[src/rtl/mpr_pkg.sv]
package mpr_pkg;
  typedef enum logic [1:0] {RX_IDLE, RX_START, RX_DATA, RX_STOP} rx_state_e;
  localparam int CLR_W    = 4;
  localparam int CLR_FULL = 0;
  localparam int CLR_FER  = 1;
  localparam int CLR_OVR  = 2;
  localparam int CLR_MPB  = 3;
endpackage

[src/rtl/mpr_rst_sync.sv]
module mpr_rst_sync (
  input  logic clk,
  input  logic arst_n,
  output logic rst_n_o
);
  logic [1:0] stg_q;
  always_ff @(posedge clk or negedge arst_n) begin
    if (!arst_n) stg_q <= 2'b00;
    else         stg_q <= {stg_q[0], 1'b1};
  end
  assign rst_n_o = stg_q[1];
endmodule

[src/rtl/mpr_in_sync.sv]
module mpr_in_sync #(
  parameter int STAGES = 2
) (
  input  logic clk,
  input  logic rst_n,
  input  logic d,
  output logic q
);
  logic [STAGES-1:0] chain_q;
  always_ff @(posedge clk or negedge rst_n) begin
    if (!rst_n) chain_q <= '1;
    else        chain_q <= {chain_q[STAGES-2:0], d};
  end
  assign q = chain_q[STAGES-1];
endmodule

[src/rtl/mpr_rx_engine.sv]
module mpr_rx_engine
  import mpr_pkg::*;
#(
  parameter int DW  = 8,
  parameter int OVS = 16
) (
  input  logic          clk,
  input  logic          rst_n,
  input  logic          rx_en,
  input  logic          mp_mode,
  input  logic          tick,
  input  logic          rxd_s,
  output logic          done,
  output logic [DW-1:0] frame_data,
  output logic          frame_mp,
  output logic          stop_ok
);
  localparam int CW  = $clog2(OVS);
  localparam int BW  = $clog2(DW + 2);
  localparam int MID = OVS / 2 - 1;

  rx_state_e     st_q, st_d;
  logic [CW-1:0] cnt_q, cnt_d;
  logic [BW-1:0] bit_q, bit_d, last_bit;
  logic [DW:0]   sh_q, sh_d;
  logic          cnt_full, cnt_mid;

  assign last_bit = mp_mode ? BW'(DW) : BW'(DW - 1);
  assign cnt_full = (cnt_q == CW'(OVS - 1));
  assign cnt_mid  = (cnt_q == CW'(MID));

  always_comb begin
    st_d  = st_q;
    cnt_d = cnt_q;
    bit_d = bit_q;
    sh_d  = sh_q;
    if (!rx_en) begin
      st_d  = RX_IDLE;
      cnt_d = '0;
      bit_d = '0;
    end else if (tick) begin
      case (st_q)
        RX_IDLE: begin
          if (!rxd_s) begin
            st_d  = RX_START;
            cnt_d = '0;
          end
        end
        RX_START: begin
          cnt_d = cnt_q + 1'b1;
          if (cnt_mid) begin
            cnt_d = '0;
            bit_d = '0;
            st_d  = rxd_s ? RX_IDLE : RX_DATA;
          end
        end
        RX_DATA: begin
          cnt_d = cnt_q + 1'b1;
          if (cnt_full) begin
            cnt_d = '0;
            sh_d  = {rxd_s, sh_q[DW:1]};
            bit_d = bit_q + 1'b1;
            if (bit_q == last_bit) st_d = RX_STOP;
          end
        end
        RX_STOP: begin
          cnt_d = cnt_q + 1'b1;
          if (cnt_full) begin
            cnt_d = '0;
            st_d  = RX_IDLE;
          end
        end
        default: st_d = RX_IDLE;
      endcase
    end
  end

  always_ff @(posedge clk or negedge rst_n) begin
    if (!rst_n) begin
      st_q  <= RX_IDLE;
      cnt_q <= '0;
      bit_q <= '0;
      sh_q  <= '0;
    end else begin
      st_q  <= st_d;
      cnt_q <= cnt_d;
      bit_q <= bit_d;
      sh_q  <= sh_d;
    end
  end

  assign done       = rx_en & tick & (st_q == RX_STOP) & cnt_full;
  assign stop_ok    = rxd_s;
  assign frame_data = mp_mode ? sh_q[DW-1:0] : sh_q[DW:1];
  assign frame_mp   = mp_mode & sh_q[DW];


  idle_when_off_chk: assert property (@(posedge clk) disable iff (!rst_n)
    !rx_en |=> (st_q == RX_IDLE));


  false_start_chk: assert property (@(posedge clk) disable iff (!rst_n)
    (rx_en && tick && st_q == RX_START && cnt_mid && rxd_s) |=> (st_q == RX_IDLE));


  bit_range_chk: assert property (@(posedge clk) disable iff (!rst_n)
    (st_q == RX_DATA) |-> (bit_q <= BW'(DW)));
endmodule

[src/rtl/mpr_rx_flags.sv]
module mpr_rx_flags
  import mpr_pkg::*;
#(
  parameter int DW = 8
) (
  input  logic             clk,
  input  logic             rst_n,
  input  logic             done,
  input  logic [DW-1:0]    frame_data,
  input  logic             frame_mp,
  input  logic             stop_ok,
  input  logic             mp_mode,
  input  logic             filt_wr,
  input  logic             filt_wdata,
  input  logic [CLR_W-1:0] flag_clr,
  input  logic             rxi_en,
  input  logic             eri_en,
  output logic [DW-1:0]    rx_data,
  output logic             full,
  output logic             fer,
  output logic             ovr,
  output logic             mpb,
  output logic             filt,
  output logic             rx_irq,
  output logic             err_irq
);
  logic [DW-1:0] data_q, data_d;
  logic full_q, full_d, fer_q, fer_d, ovr_q, ovr_d, mpb_q, mpb_d, filt_q, filt_d;
  logic filt_act, accept, wake;

  assign filt_act = filt_q & mp_mode;
  assign accept   = done & (~filt_act | frame_mp);
  assign wake     = done & mp_mode & frame_mp;

  always_comb begin
    data_d = data_q;
    if (accept && !full_q) data_d = frame_data;
    full_d = accept | (full_q & ~flag_clr[CLR_FULL]);
    fer_d  = (accept & ~stop_ok) | (fer_q & ~flag_clr[CLR_FER]);
    ovr_d  = (accept & full_q) | (ovr_q & ~flag_clr[CLR_OVR]);
    if (accept && mp_mode) mpb_d = frame_mp;
    else                   mpb_d = mpb_q & ~flag_clr[CLR_MPB];
    if (wake)         filt_d = 1'b0;
    else if (filt_wr) filt_d = filt_wdata;
    else              filt_d = filt_q;
  end

  always_ff @(posedge clk or negedge rst_n) begin
    if (!rst_n) begin
      data_q <= '0;
      full_q <= 1'b0;
      fer_q  <= 1'b0;
      ovr_q  <= 1'b0;
      mpb_q  <= 1'b0;
      filt_q <= 1'b0;
    end else begin
      data_q <= data_d;
      full_q <= full_d;
      fer_q  <= fer_d;
      ovr_q  <= ovr_d;
      mpb_q  <= mpb_d;
      filt_q <= filt_d;
    end
  end

  assign rx_data = data_q;
  assign full    = full_q;
  assign fer     = fer_q;
  assign ovr     = ovr_q;
  assign mpb     = mpb_q;
  assign filt    = filt_q;
  assign rx_irq  = full_q & rxi_en;
  assign err_irq = (fer_q | ovr_q) & eri_en;


  filtered_quiet_chk: assert property (@(posedge clk) disable iff (!rst_n)
    (done && mp_mode && filt_q && !frame_mp && flag_clr == '0)
    |=> ($stable(data_q) && $stable(full_q) && $stable(fer_q) && $stable(ovr_q) && $stable(mpb_q)));


  wake_chk: assert property (@(posedge clk) disable iff (!rst_n)
    (done && mp_mode && frame_mp) |=> (!filt_q && mpb_q && full_q));


  overrun_keep_chk: assert property (@(posedge clk) disable iff (!rst_n)
    (done && full_q && (!mp_mode || !filt_q || frame_mp)) |=> (ovr_q && $stable(data_q)));
endmodule

[src/rtl/mpr_serial_rx.sv]
module mpr_serial_rx
  import mpr_pkg::*;
#(
  parameter int DW          = 8,
  parameter int OVS         = 16,
  parameter int SYNC_STAGES = 2
) (
  input  logic             clk,
  input  logic             rst_n,
  input  logic             rxd,
  input  logic             tick,
  input  logic             ctl_rx_en,
  input  logic             ctl_mp_mode,
  input  logic             ctl_rxi_en,
  input  logic             ctl_eri_en,
  input  logic             filt_wr,
  input  logic             filt_wdata,
  input  logic [CLR_W-1:0] flag_clr,
  output logic [DW-1:0]    rx_data,
  output logic             st_full,
  output logic             st_fer,
  output logic             st_ovr,
  output logic             st_mpb,
  output logic             filt_en,
  output logic             rx_irq,
  output logic             err_irq
);
  logic          rst_n_i, rxd_s, done, frame_mp, stop_ok;
  logic [DW-1:0] frame_data;

  mpr_rst_sync u_rst (.clk(clk), .arst_n(rst_n), .rst_n_o(rst_n_i));

  mpr_in_sync #(.STAGES(SYNC_STAGES)) u_sync (
    .clk(clk), .rst_n(rst_n_i), .d(rxd), .q(rxd_s));

  mpr_rx_engine #(.DW(DW), .OVS(OVS)) u_eng (
    .clk(clk), .rst_n(rst_n_i), .rx_en(ctl_rx_en), .mp_mode(ctl_mp_mode),
    .tick(tick), .rxd_s(rxd_s), .done(done), .frame_data(frame_data),
    .frame_mp(frame_mp), .stop_ok(stop_ok));

  mpr_rx_flags #(.DW(DW)) u_flags (
    .clk(clk), .rst_n(rst_n_i), .done(done), .frame_data(frame_data),
    .frame_mp(frame_mp), .stop_ok(stop_ok), .mp_mode(ctl_mp_mode),
    .filt_wr(filt_wr), .filt_wdata(filt_wdata), .flag_clr(flag_clr),
    .rxi_en(ctl_rxi_en), .eri_en(ctl_eri_en), .rx_data(rx_data),
    .full(st_full), .fer(st_fer), .ovr(st_ovr), .mpb(st_mpb),
    .filt(filt_en), .rx_irq(rx_irq), .err_irq(err_irq));


  hold_when_off_chk: assert property (@(posedge clk) disable iff (!rst_n_i)
    (!ctl_rx_en && flag_clr == '0)
    |=> ($stable(st_full) && $stable(st_fer) && $stable(st_ovr) && $stable(rx_data)));
endmodule

[config.mk]
export PLATFORM = sky130hd
export DESIGN_NAME = mpr_serial_rx
export DESIGN_NICKNAME = d
export VERILOG_FILES = /design/src/rtl/mpr_pkg.sv /design/src/rtl/mpr_rst_sync.sv /design/src/rtl/mpr_in_sync.sv /design/src/rtl/mpr_rx_engine.sv /design/src/rtl/mpr_rx_flags.sv /design/src/rtl/mpr_serial_rx.sv
export SDC_FILE = /design/constraint.sdc
export NUM_CORES = 1
export LEC_CHECK = 0
export ABC_AREA = 1
export BUFFER_PORTS_ARGS = -buffer_cell sky130_fd_sc_hd__buf_2
export CAP_MARGIN = 20
export CORE_AREA = 5 5 74 76
export CTS_BUF_LIST = sky130_fd_sc_hd__clkbuf_8
export DETAILED_ROUTE_END_ITERATION = 16
export DIE_AREA = 0 0 79 81
export GPL_TIMING_DRIVEN = 0
export MAX_ROUTING_LAYER = met4
export PLACE_DENSITY_LB_ADDON = 0.25
export SLEW_MARGIN = 30
export SYNTH_ARGS = -nofsm -noshare
export SYNTH_HDL_FRONTEND = slang
export SYNTH_SLANG_ARGS = --single-unit
export TNS_END_PERCENT = 50
[constraint.sdc]
create_clock -name clk -period 1.65 [get_ports clk]
set_input_delay 0.2475 -clock clk [delete_from_list [all_inputs] [get_ports clk]]
set_output_delay 0.2475 -clock clk [all_outputs]
set_load 0.005 [all_outputs]
==> flow_summary.ini, run 1 <==
[status]
status = complete, no violations

[worst_setup_path]
setup.worst_path.class = register to register
cp-start-kind = register
required_ns = 1.83
cp.arrival_ns = 1.70
critPathMaxStageDelay_ns = 0.38
cpMaxStageDelayCell = dfrtp_1
crit_fanout = 7
crit_buf_inv = 1
crit_family = simple AND/OR/NAND/NOR gates
cp_cell_sequence = ha_2 -> nand2_2 -> nor2_4 -> nand4_4 -> buf_8 -> nand2_1 -> o21ai_2
end_kind = register

[cts]
worstSkewPairLatency_ns = 0.29
cts.sinks = 36
cts_root_buf = clkbuf_8
htree_levels = 2
clockBufferDepth = 2
path_clk_slew_ns = 0.07
cts_inserted_buffers = 5
cts_tree = built

[floorplan]
initial_core_util_pct = 38.6
rows = 25
ios = 29
die_w_um = 79
dieArea_sq_mm = 0.00640
die_h_um = 81
core_sq_mm = 0.00466

[synth]
synthCells = 212
ys.warnings.count = 0
synth_area_leaders = dfrtp_1 47%, nand2_1 11%, inv_1 5.2%
async_reset_ff_share_pct = 100
yosysUniqueCellTypes = 32
synth_edf_count = 0
ys_ff_latch = 36
netlist_area_sq_mm = 0.00180
syn-mean-instance-area_sq_um = 8.49
yosysTopAreaCell = dfrtp_1
yosysTopAreaCellShare_pct = 47.3
synthFlopType = dfrtp_1
ys_seq_area_share_pct = 50.2
syn_nets = 228

[power]
power_frac_comb_pct = 19.4
internal-power_mw = 1.41
switching_share_pct = 30.8
power_density_mw_per_mm2 = 927
power.switching_mw = 0.625
peakVddDrop_uv = 647
pwr-share-seq_pct = 48.7
pwr-share-clk_pct = 31.9
p_leak_nw = 1.08

[grt]
grt_pass1_wl_um = 6440
grt_pass1_vias = 1408
grt_use_total_pct = 13.3
grt_max_degree = 26
grt-ovfl-total = 0
antenna_found_initial = 0

[placed_design]
gp_congestion = 0.865
dp_hpwl_um = 2650
dpl-instance-area_sq_mm = 0.00202
io_buffer_count = 27

[drt]
wl_per_cell_um = 12.0
drt_first_pass_iters = 4
vias = 1463
drt-initial-drc-count = 103
drc = 0
routed_wirelength_um = 3690
viasPerCell = 4.77
ant_nets = 0

[timing]
slew_viol_final = 0
finalHoldViolCount = 0
setup_viol = 0
tns_ns = 0
fin_skew_ns = 0.00412
period_needed_ns = 1.52
layout_worst_path_cycle_share_pct = 92.4
fmax_mhz = 656

[finish]
area_growth_pct = 21.8
drive_gt1_share_pct = 29.6
final_cell_mix = 50 x nand2_1, 33 x dfrtp_1, 30 x buf_2
diodes = 0
finalCoreUtilization_pct = 47.0
layout_commonest_cell = nand2_1
finalNetCount = 268
finalInstanceArea_sq_mm = 0.00219

[run]
drv_cap = 0

[hold_path]
hold_path.class = primary input to register
## metrics by stage
stage	cells	hold slack (ns)	total power, mW	setup slack [ns]
after floorplan	212	-0.0481	1.29	0.301
after global placement	293	0.0345	1.38	0.117
after detailed placement	294	0.0355	1.39	0.114
after CTS	303	0.0419	2.05	0.102
after global routing	307	0.0456	2.17	-0.000774
final	307	0.0538	2.03	0.126
## cells by family (layout without fill, tap and decap cells)
group / count (synthesis) / after routing / synth area share [%]
other: 1 / 1 / 0.208
adder cells (fa/ha/maj): 2 / 2 / 1.39
multiplexers: 1 / 1 / 0.626
XOR/XNOR: 1 / 1 / 0.487
flip-flops: 36 / 36 / 50.2
AND/OR/NAND/NOR: 92 / 92 / 23.9
buffers and inverters: 33 / 74 / 7.51
AO/OA/AOI/OAI: 46 / 46 / 15.6
## registers in the layout, indices dropped and copies added (netlist names)
| register | cells |
|---|---|
| u_eng.sh_q | 9 |
| u_flags.rx_data | 8 |
| u_eng.bit_q | 4 |
| u_eng.cnt_q | 4 |
| u_eng.st_q | 2 |
| u_rst.stg_q | 2 |
| u_sync.chain_q | 2 |
| u_flags.fer | 1 |
| u_flags.filt | 1 |
| u_flags.full | 1 |
| u_flags.mpb | 1 |
| u_flags.ovr | 1 |
## path summary, 6_finish.rpt
check                               start                  to  slack (ns)  cells past startpoint
setup / recovery           u_eng.cnt_q[1]  u_flags.rx_data[6]        0.13                      7
hold reg to reg            u_rst.stg_q[1]        u_flags.full        0.13                      0
max in group asynchronous  u_rst.stg_q[1]      u_eng.cnt_q[1]        1.12                      1
min in group asynchronous  u_rst.stg_q[1]        u_flags.full        0.13                      0
setup reg to reg           u_eng.cnt_q[1]  u_flags.rx_data[6]        0.13                      7
hold / removal                        rxd   u_sync.chain_q[0]        0.05                      1
## per-layer routing
metal  wire [um]  up-vias  global-route usage (%)
met2        1630       30                    19.5
li1            -      762                       -
met5           0        -                       -
met4          78        0                    6.70
met1        1830      665                    17.6
met3         149        6                    2.33
## cells in the mapped netlist, types with 2 or more instances
| library cell | count |
|---|---|
| ha_1 | 2 |
| buf_2 | 3 |
| dfrtp_1 | 34 |
| nand2_2 | 3 |
| nand3_1 | 12 |
| nor2_2 | 3 |
| nor2_1 | 15 |
| o21bai_1 | 2 |
| o21ai_1 | 14 |
| nand3_2 | 3 |
| inv_1 | 25 |
| o21ai_0 | 12 |
| o21ai_2 | 8 |
| nor2_4 | 2 |
| o22ai_1 | 2 |
| a21oi_1 | 3 |
| dfstp_2 | 2 |
| nand2_1 | 51 |
| inv_2 | 3 |
## layout make-up
| cell class | instances | area (sq um) |
|---|---|---|
| repair buffers | 33 | 213 |
| well taps | 54 | 67.6 |
| flip-flops and latches | 36 | 905 |
| fillers | 463 | 2470 |
| clock buffers | 6 | 82.6 |
| multi-input cells | 143 | 773 |
| inverters | 28 | 105 |
| plain buffers | 5 | 33.8 |
| clock inverters | 2 | 11.3 |
## timing repair
| item | in CTS | in global routing |
|---|---|---|
| buffers inserted | 0 | 3 |
| setup endpoints to repair | 0 | 9 |
| hold buffers | 1 | 0 |
| hold endpoints to repair | 2 | 0 |
| gates resized for setup | 0 | 5 |
## power groups by stage
| stage | clock network, mW | logic, mW | registers [mW] |
|---|---|---|---|
| 2_1_floorplan | 0 | 0.289 | 1.00 |
| 6_report | 0.647 | 0.394 | 0.990 |
| 3_5_place_dp | 0 | 0.384 | 1.01 |
| 3_3_place_gp | 0 | 0.365 | 1.02 |
| 5_1_grt | 0.712 | 0.453 | 1.00 |
| 4_1_cts | 0.677 | 0.387 | 0.989 |
No activity file was read; power rests on OpenSTA's default activity.
==> run 2, diff against run 1 <==
--- a/config.mk
+++ b/config.mk
@@ -8,10 +8,9 @@
 export ABC_AREA = 1
 export BUFFER_PORTS_ARGS = -buffer_cell sky130_fd_sc_hd__buf_2
 export CAP_MARGIN = 20
-export CORE_AREA = 5 5 74 76
-export CTS_BUF_LIST = sky130_fd_sc_hd__clkbuf_8
+export CORE_AREA = 5 5 61 63
 export DETAILED_ROUTE_END_ITERATION = 16
-export DIE_AREA = 0 0 79 81
+export DIE_AREA = 0 0 66 68
 export GPL_TIMING_DRIVEN = 0
 export MAX_ROUTING_LAYER = met4
 export PLACE_DENSITY_LB_ADDON = 0.25
==> flow_summary.ini, run 2 (synthesis gave the netlist of run 1 again) <==
[cts]
clockBufferDepth = 2
cts_hold_buf = 2
path_clk_slew_ns = 0.11
cts_root_buf = clkbuf_4
worstSkewPairLatency_ns = 0.34
cts_tree = built
cts_setup_buffers = 0
cts.sinks = 36
htree_levels = 2
cts_inserted_buffers = 5
cts.repair.resized = 0

[drt]
drt_first_pass_iters = 6
routed_wirelength_um = 3270
drc = 0
ant_nets = 0
wl_per_cell_um = 11.1
viasPerCell = 4.89
vias = 1443
drt-initial-drc-count = 57

[placed_design]
io_buffer_count = 27
gp_congestion = 0.926
dp_cells = 285
place_ws_ns = 0.154
dp_hpwl_um = 2490

[worst_setup_path]
r2r_setup_slack_ns = 0.16
ff2ff_path_depth = 7
setup.worst_path.class = register to register
critPathMaxStageDelay_ns = 0.39
cp_cell_sequence = ha_1 -> nand2_1 -> nor2_4 -> nand4_4 -> buf_6 -> nand2_1 -> o21ai_2
crit_buf_inv = 1
crit_fanout = 10
crit_family = simple AND/OR/NAND/NOR gates
cp-start-kind = register
endpoint = u_flags.rx_data[6]
required_ns = 1.89
timing.rr.end = u_flags.rx_data[6]
end_kind = register
cp.depth = 7
cp.arrival_ns = 1.73
cpMaxStageDelayCell = dfrtp_1
critPathLaunch = u_eng.cnt_q[1]
cp_common_cell = nand2_1
r2r-start = u_eng.cnt_q[1]

[finish]
instances_no_fill = 295
final_cell_mix = 51 x nand2_1, 33 x dfrtp_1, 30 x buf_2
layout_commonest_cell = nand2_1
drive_gt1_share_pct = 26.5
diodes = 0
largest_register = u_eng.sh_q
finalNetCount = 264
area_growth_pct = 16.1
largest_register_ff_count = 9

[timing]
tns_ns = 0
relSlewSlack_pct = 52.9
slew_viol_final = 0
setup_viol = 0
setup_slack_ns = 0.161
fin_skew_ns = 0.0120
finalHoldViolCount = 0
worst_slew_pin_slew_ns = 0.707
rsz0062_at_grt = false
layout_worst_path_cycle_share_pct = 90.3
period_needed_ns = 1.49
fmax_mhz = 671

[grt]
grt_pass1_wl_um = 5630
grt_max_degree = 35
antenna_found_initial = 0
grt_pass1_vias = 1324
grt_use_total_pct = 17.2
grt-ovfl-total = 0

[hold_path]
hold_path.class = primary input to register

[power]
internal-power_mw = 1.38
switching_share_pct = 29.5
power.switching_mw = 0.580
peakVddDrop_uv = 547
power_frac_comb_pct = 18.6
p_leak_nw = 1.04
power_density_mw_per_mm2 = 939
pwr-share-seq_pct = 50.9
pwr-share-clk_pct = 30.5

[floorplan]
dieArea_sq_mm = 0.00449
core_sq_mm = 0.00318
ios = 29
die_h_um = 68
die_w_um = 66
rows = 21
initial_core_util_pct = 56.6

[run]
drv_cap = 0

[status]
status = complete, no violations
[run 2: layout make-up]
cell class              count  area, sq um
clock inverters             2         35.0
well taps                  46         57.6
fillers                   292         1090
multi-input cells         143          761
clock buffers               6         41.3
repair buffers             29          155
plain buffers               5         30.0
inverters                  28          105
flip-flops and latches     36          905
[run 2: worst register-to-register path, cell delays in order (launching register included)]
cell	delay, ns
dfrtp_1	0.39
ha_1	0.20
nand2_1	0.12
nor2_4	0.20
nand4_4	0.18
buf_6	0.19
nand2_1	0.07
o21ai_2	0.05
[run 2: worst min path at each step]
stage	startpoint	to	cells after the start
global route	flag_clr[2]	u_flags.ovr	2
floorplan	rst_n	u_rst.stg_q[0]	0
global placement	rst_n	u_rst.stg_q[1]	1
detailed placement	rst_n	u_rst.stg_q[0]	1
CTS	flag_clr[0]	u_flags.full	2
finish	flag_clr[0]	u_flags.full	2
[run 2: metal layers]
metal	up-vias	GRT usage [%]	wire length, um
met5	-	-	0
met4	0	8.38	67
met3	8	3.94	96
met2	16	28.2	1660
met1	670	20.1	1440
li1	749	-	-
[run 2: metrics by stage]
step | instance area (sq um) | utilization [%] | power (mW) | hold slack, ns
2_1_floorplan | 1800 | - | 1.29 | -0.0481
3_3_place_gp | 1990 | 62.7 | 1.37 | 0.0339
3_5_place_dp | 1990 | 62.7 | 1.38 | 0.0349
4_1_cts | 2090 | 65.7 | 1.99 | 0.0562
5_1_grt | 2090 | 65.7 | 2.10 | 0.0612
6_report | 2090 | 65.7 | 1.96 | 0.0736
[run 2: power by group through the flow]
| stage | combinational, mW | sequential [mW] | clock [mW] |
|---|---|---|---|
| CTS | 0.368 | 0.999 | 0.623 |
| finish | 0.366 | 0.998 | 0.598 |
| detailed placement | 0.363 | 1.02 | 0 |
| floorplan | 0.289 | 1.00 | 0 |
| global route | 0.431 | 1.01 | 0.660 |
| global placement | 0.358 | 1.02 | 0 |
